File: config.mk
export PLATFORM = sky130hd
export DESIGN_NAME = cfg_xact_engine
export DESIGN_NICKNAME = d
export VERILOG_FILES = /design/src/rtl/cfg_xact_engine.sv
export SDC_FILE = /design/constraint.sdc
export NUM_CORES = 1
export LEC_CHECK = 0
export ABC_AREA = 1
export CAP_MARGIN = 20
export CELL_PAD_IN_SITES_DETAIL_PLACEMENT = 0
export CELL_PAD_IN_SITES_GLOBAL_PLACEMENT = 1
export CORE_UTILIZATION = 49
export CTS_CLUSTER_DIAMETER = 100
export DETAILED_ROUTE_END_ITERATION = 10
export PLACE_DENSITY_LB_ADDON = 0.15
export SLEW_MARGIN = 40
export SYNTH_ARGS = -nofsm -noshare
export SYNTH_HDL_FRONTEND = slang
export SYNTH_SLANG_ARGS = --single-unit
File: constraint.sdc
create_clock -name clk -period 3.8 [get_ports clk]
set_input_delay 0.38 -clock clk [delete_from_list [all_inputs] [get_ports clk]]
set_output_delay 0.38 -clock clk [all_outputs]
set_load 0.01 [all_outputs]
File: src/rtl/cfg_xact_engine.sv
module cfg_xact_engine #(
  parameter int DB_OSC_N = 3,
  parameter int DB_VOLT_N = 2,
  parameter logic [DB_OSC_N*32-1:0] DB_OSC_INIT = {32'd60000000, 32'd50000000, 32'd45000000},
  parameter logic [DB_VOLT_N*32-1:0] DB_VOLT_VAL = {32'd1000000, 32'd900000}
) (
  input  logic        clk,
  input  logic        rst_n,
  input  logic        bus_wr,
  input  logic [7:0]  bus_addr,
  input  logic [31:0] bus_wdata,
  output logic [31:0] bus_rdata,
  output logic        halt_req,
  output logic        restart_req
);
  localparam logic [7:0]  A_DATA = 8'hA0;
  localparam logic [7:0]  A_CTRL = 8'hA4;
  localparam logic [7:0]  A_STAT = 8'hA8;
  localparam logic [31:0] CTRL_KEEP = 32'h7FF3_FFFF;
  localparam int          MAIN_N = 6;
  localparam logic [11:0] MAIN_LIM = 12'(MAIN_N);
  localparam logic [11:0] DOSC_LIM = 12'(DB_OSC_N);
  localparam logic [11:0] DVOLT_LIM = 12'(DB_VOLT_N);
  localparam logic [31:0] MAIN_VOLT = 32'd3300000;
  localparam logic [31:0] MAIN_RST [MAIN_N] =
    '{32'd50000000, 32'd23750000, 32'd24000000, 32'd24000000, 32'd24000000, 32'd24000000};

  logic [31:0] data_q, ctrl_q;
  logic [1:0]  stat_q;
  logic        busy_q;
  logic [31:0] mosc_q [MAIN_N];
  logic [31:0] dosc_q [DB_OSC_N];

  wire        f_wr   = ctrl_q[30];
  wire [3:0]  f_idx  = ctrl_q[29:26];
  wire [5:0]  f_fn   = ctrl_q[25:20];
  wire [1:0]  f_site = ctrl_q[17:16];
  wire [3:0]  f_pos  = ctrl_q[15:12];
  wire [11:0] f_dev  = ctrl_q[11:0];

  wire tgt_ok  = (f_idx == 4'd0) && (f_pos == 4'd0) && (f_site[1] == 1'b0);
  wire at_main = tgt_ok && (f_site == 2'd0);
  wire at_dght = tgt_ok && (f_site == 2'd1);
  wire main0   = at_main && (f_dev == 12'd0);
  wire m_osc   = at_main && (f_dev < MAIN_LIM);
  wire d_osc   = at_dght && (f_dev < DOSC_LIM);
  wire d_volt  = at_dght && (f_dev < DVOLT_LIM);
  wire is_osc  = (f_fn == 6'd1);
  wire is_volt = (f_fn == 6'd2);
  wire is_noop = (f_fn == 6'd7) || (f_fn == 6'd11);
  wire is_halt = (f_fn == 6'd8);
  wire is_boot = (f_fn == 6'd9);

  logic        rd_ok, wr_ok;
  logic [31:0] rd_val;

  always_comb begin
    rd_val = '0;
    for (int i = 0; i < MAIN_N; i++)
      if (m_osc && f_dev == 12'(i)) rd_val = mosc_q[i];
    for (int i = 0; i < DB_OSC_N; i++)
      if (d_osc && f_dev == 12'(i)) rd_val = dosc_q[i];
    if (is_volt) begin
      rd_val = main0 ? MAIN_VOLT : '0;
      for (int i = 0; i < DB_VOLT_N; i++)
        if (d_volt && f_dev == 12'(i)) rd_val = DB_VOLT_VAL[i*32 +: 32];
    end
  end

  assign rd_ok = (is_osc && (m_osc || d_osc)) || (is_volt && (main0 || d_volt));
  assign wr_ok = (is_osc && (m_osc || d_osc)) || (main0 && (is_noop || is_halt || is_boot));
  wire   ok    = f_wr ? wr_ok : rd_ok;

  always_ff @(posedge clk or negedge rst_n) begin
    if (!rst_n) begin
      data_q      <= '0;
      ctrl_q      <= '0;
      stat_q      <= '0;
      busy_q      <= 1'b0;
      halt_req    <= 1'b0;
      restart_req <= 1'b0;
      for (int i = 0; i < MAIN_N; i++) mosc_q[i] <= MAIN_RST[i];
      for (int i = 0; i < DB_OSC_N; i++) dosc_q[i] <= DB_OSC_INIT[i*32 +: 32];
    end else begin
      halt_req    <= busy_q && f_wr && main0 && is_halt;
      restart_req <= busy_q && f_wr && main0 && is_boot;
      busy_q      <= bus_wr && (bus_addr == A_CTRL) && bus_wdata[31];
      if (bus_wr) begin
        case (bus_addr)
          A_DATA:  data_q <= bus_wdata;
          A_CTRL:  ctrl_q <= bus_wdata & CTRL_KEEP;
          A_STAT:  stat_q <= bus_wdata[1:0];
          default: ;
        endcase
      end
      if (busy_q) begin
        stat_q <= {~ok, 1'b1};
        if (!f_wr && rd_ok) data_q <= rd_val;
        if (f_wr && is_osc) begin
          for (int i = 0; i < MAIN_N; i++)
            if (m_osc && f_dev == 12'(i)) mosc_q[i] <= data_q;
          for (int i = 0; i < DB_OSC_N; i++)
            if (d_osc && f_dev == 12'(i)) dosc_q[i] <= data_q;
        end
      end
    end
  end

  always_comb begin
    case (bus_addr)
      A_DATA:  bus_rdata = data_q;
      A_CTRL:  bus_rdata = ctrl_q;
      A_STAT:  bus_rdata = {30'd0, stat_q};
      default: bus_rdata = '0;
    endcase
  end
endmodule

==> impl_summary.md <==
Run status
The run finished with clean final reports.

Layout
The total inserted antenna cells is 0. Of the cells placed in the final design, the portion with a size suffix greater than 1 is 11.07%. Relative to the synthesized area, the layout overhead comes to 14.56%. After the last flow step, the layout net total stands at 2289. The filler cells instantiated in the layout total 3255.

Synthesis
The proportion of register bits with asynchronous set or reset after synthesis is 100.0%. The share of the Yosys chip area taken by registers is 52.41%. In this run, synthesis inferred 0 flip-flops with an integrated enable.

In this run the biggest area consumer among cell types represents 37.53% of the synthesized area. By area the synthesized netlist is led by sky130_fd_sc_hd__dfrtp_1, sky130_fd_sc_hd__nand2_1, sky130_fd_sc_hd__dfstp_2. The cell type with the largest total area after synthesis is sky130_fd_sc_hd__dfrtp_1. The cell count after synthesis came out at 2211. A synthesized cell averages 7.749 um^2. The dominant cell by count in the synthesized netlist is sky130_fd_sc_hd__nand2_1. The most frequently used flop master after synthesis is sky130_fd_sc_hd__dfrtp_1. The synthesized design contains 354 register bits.

Ranked by instance count, the synthesized netlist is headed by sky130_fd_sc_hd__nand2_1, sky130_fd_sc_hd__o21ai_0, sky130_fd_sc_hd__dfrtp_1. The synthesized netlist occupies a cell area of 17130 um^2. The synthesis warning total is 0. Synthesis produced a netlist with a net count of 2254. Synthesis instantiated 38 different standard cells from the library.

Floorplan
Measured along the y axis, the die boundary spans 189.0 um. The die width is 189.0 um. For this configuration, the core starts out at a cell density of 49.72%. The placement row count is 68. In this run the count of I/O pins placed on the die edge is 77.

The core outline area is 34460 um^2. The die outline area is 35720 um^2.

GRT
The largest net degree at the start of global routing is 105. The number of antenna violations at the first check in global routing is 0. The total congestion overflow is 0. Global routing used 28.11% of the available tracks across all layers. The global-route wire length before repair is 78.74 mm. The number of global-route vias before repair is 14090.

Critical path
The critical path goes through clkdlybuf4s50_1, nand2_1, nor3_1, nand2_1, inv_2, nand2_1, o21ai_0, clkdlybuf4s50_1. The required time of the critical path is 3420 ps. Setup slack on the worst reg-to-reg path comes out at 760 ps. The maximum cell stage delay along the critical path is 570 ps. The number of buffer and inverter stages on the critical path is 3. The cell family with the largest share of critical-path delay is buffers and inverters.

The critical path data arrival time is 2960 ps. The capture instance of the worst register-to-register path is data_q[5]. The worst setup path is captured at an output port. The worst setup path is launched from an input port. The logic depth of the worst setup path including buffers is 8. The type of the worst setup path is in -> out. For the worst flop-to-flop path, the logic depth is 9.

Of all nets on the critical path, the largest fanout is 19. The cell with the largest stage delay on the worst path is sky130_fd_sc_hd__clkdlybuf4s50_1. The reg-to-reg startpoint is ctrl_q[24]. The dominant cell type by count on the critical path is sky130_fd_sc_hd__nand2_1.

Timing
The post-route fraction of the period consumed by the critical path is 87.87%. Setup slack on the critical path of the routed design comes to 461.0 ps. The minimum clock period is 3339 ps. Setup repair after global routing left no endpoint under its margin.

The largest clock skew in the final design is 23.72 ps. Across all hold checks on the routed design, the worst slack comes to 327.9 ps. For the pin with the worst max-slew slack, the measured transition is 709.1 ps. Setup violations remaining at the end of the flow were counted as 0. Adding up every negative setup slack in the final design gives 0 ps. The number of pins exceeding their max-slew limit in the final report was 0. The fmax is 299.5 MHz. The worst max-slew margin expressed relative to the limit is 52.72%. The number of hold-slack violations in the final timing report was 0.

Clock tree
Clock-pin slew was measured on the worst setup and hold paths at 60 ps. The post-CTS resize count is 0. The CTS tree is done. For the worst-skew pair, the clock arrives at the later sink with an insertion delay of 540 ps. The depth of the CTS H-tree is 2. The total CTS buffers is 40. For this design, the sink count on the clock tree is 354. The longest clock path from root to sink contains 3 buffers. The root buffer cell chosen for the clock tree is sky130_fd_sc_hd__clkbuf_16.

Detailed routing
The detailed-router iteration count before antenna repair is 5. Dividing the detail-routed via count by the number of cells gives 5.336. The first routing iteration left 1270 violations. After detailed routing, the average wire length per cell comes to 17.92 um. The post-route antenna net violation count is 0. The routed layout has 14570 vias. Wires add up to 48.94 mm. The number of remaining DRC errors is 0.

Pwr
In this run the static leakage power is 9.338 nW. The largest vdd supply drop is 0.3492 mV. In this run the power density over the cells is 428.3 nW/um^2.

Placement
The placed wire-length estimate after detailed placement is 31.02 mm. The count of buffers added on input and output ports is 76. The congestion estimate from routability-driven global placement came to 0.8493.

The worst slack at placement is 476.8 ps.

Flow run
The max capacitance violation total is 0.

Worst hold path
The worst hold path belongs to the class in -> async.
how the worst max path moves through the flow:
stage | start | end | slack [ps]
4_1_cts | bus_addr[7] | bus_rdata[24] | 460
6_report | bus_addr[5] | bus_rdata[24] | 460
2_1_floorplan | bus_addr[1] | bus_rdata[10] | 1820
3_3_place_gp | bus_addr[7] | bus_rdata[28] | 550
5_1_grt | bus_addr[7] | bus_rdata[27] | 200
3_5_place_dp | bus_addr[5] | bus_rdata[24] | 480
per-layer routing:
layer / up-vias / part of all wire [%] / global-route usage (%)
met5: - / 0 / 0
met4: 0 / 2.2 / 7.940
met3: 66 / 4.5 / 2.632
met2: 373 / 49 / 48.12
met1: 7029 / 44 / 38.10
li1: 7104 / - / -
state kept, by name, indices dropped and copies added, names as in the netlist:
signal	flops
halt_req	1
data_q	32
busy_q	1
restart_req	1
stat_q	2
ctrl_q	29
mosc_q	192
dosc_q	96
power by group:
group          leakage (nW)  switching, mW  internal, mW
combinational          4.27          0.580         0.178
clock                 0.640           1.51          2.28
sequential             4.43         0.0341          3.82
total                  9.34           2.12          6.28
cell usage in the layout (no fill, tap or decap), types with 12 or more instances in the layout:
cell and instances:
sky130_fd_sc_hd__nand3_1 99, sky130_fd_sc_hd__inv_1 256, sky130_fd_sc_hd__a21oi_1 30, sky130_fd_sc_hd__clkdlybuf4s50_1 75
sky130_fd_sc_hd__clkbuf_16 41, sky130_fd_sc_hd__nand4_1 20, sky130_fd_sc_hd__buf_4 29, sky130_fd_sc_hd__clkbuf_1 12
sky130_fd_sc_hd__dfrtp_1 257, sky130_fd_sc_hd__o21ai_0 399, sky130_fd_sc_hd__nand2_1 698, sky130_fd_sc_hd__nor2_1 99
sky130_fd_sc_hd__dfstp_2 97, sky130_fd_sc_hd__o21ai_1 38, sky130_fd_sc_hd__clkbuf_8 12
per-stage QoR:
stage               area, um^2  instances  total power, mW  utilization (%)
global route             19630       2731            8.697            56.96
finish                   19630       2731            8.407            56.96
global placement         18260       2657            4.668            53.00
floorplan                17130       2211            4.306                -
CTS                      19600       2730            8.479            56.87
detailed placement       18290       2657            4.673            53.07
cells by family (layout without fill, tap and decap cells):
logic type | count (synthesis) | count (layout) | synth area share [%]
and+or+nand+nor | 972 | 972 | 23.56
AOI/OAI and AO/OA | 498 | 498 | 15.20
buffers and inverters | 387 | 452 | 8.836
DFF | 354 | 354 | 52.41
cell type report:
cell class | count | area, um^2 | area share, %
Timing Repair Buffer | 110 | 1081 | 5.507
Multi-Input combinational cell | 1470 | 6681 | 34.04
Clock buffer | 65 | 1236 | 6.298
Inverter | 270 | 1018 | 5.189
Tap cell | 455 | 569.3 | 2.900
Clock inverter | 7 | 62.56 | 0.3187
Sequential cell | 354 | 8980 | 45.75
what timing repair did:
action | CTS | global route
setup buffers | 0 | 0
endpoints found under the setup margin | 0 | 0
hold endpoints to repair | 66 | 0
hold buffers | 1 | 0
worst register-to-register path: cells and delay by family, from the launching register on:
family | cells | cell delay (ps)
flops | 1 | 390
buf+inv | 1 | 350
simple gates | 7 | 2020
compound gates | 1 | 130
Power figures use the tool's default switching activity.
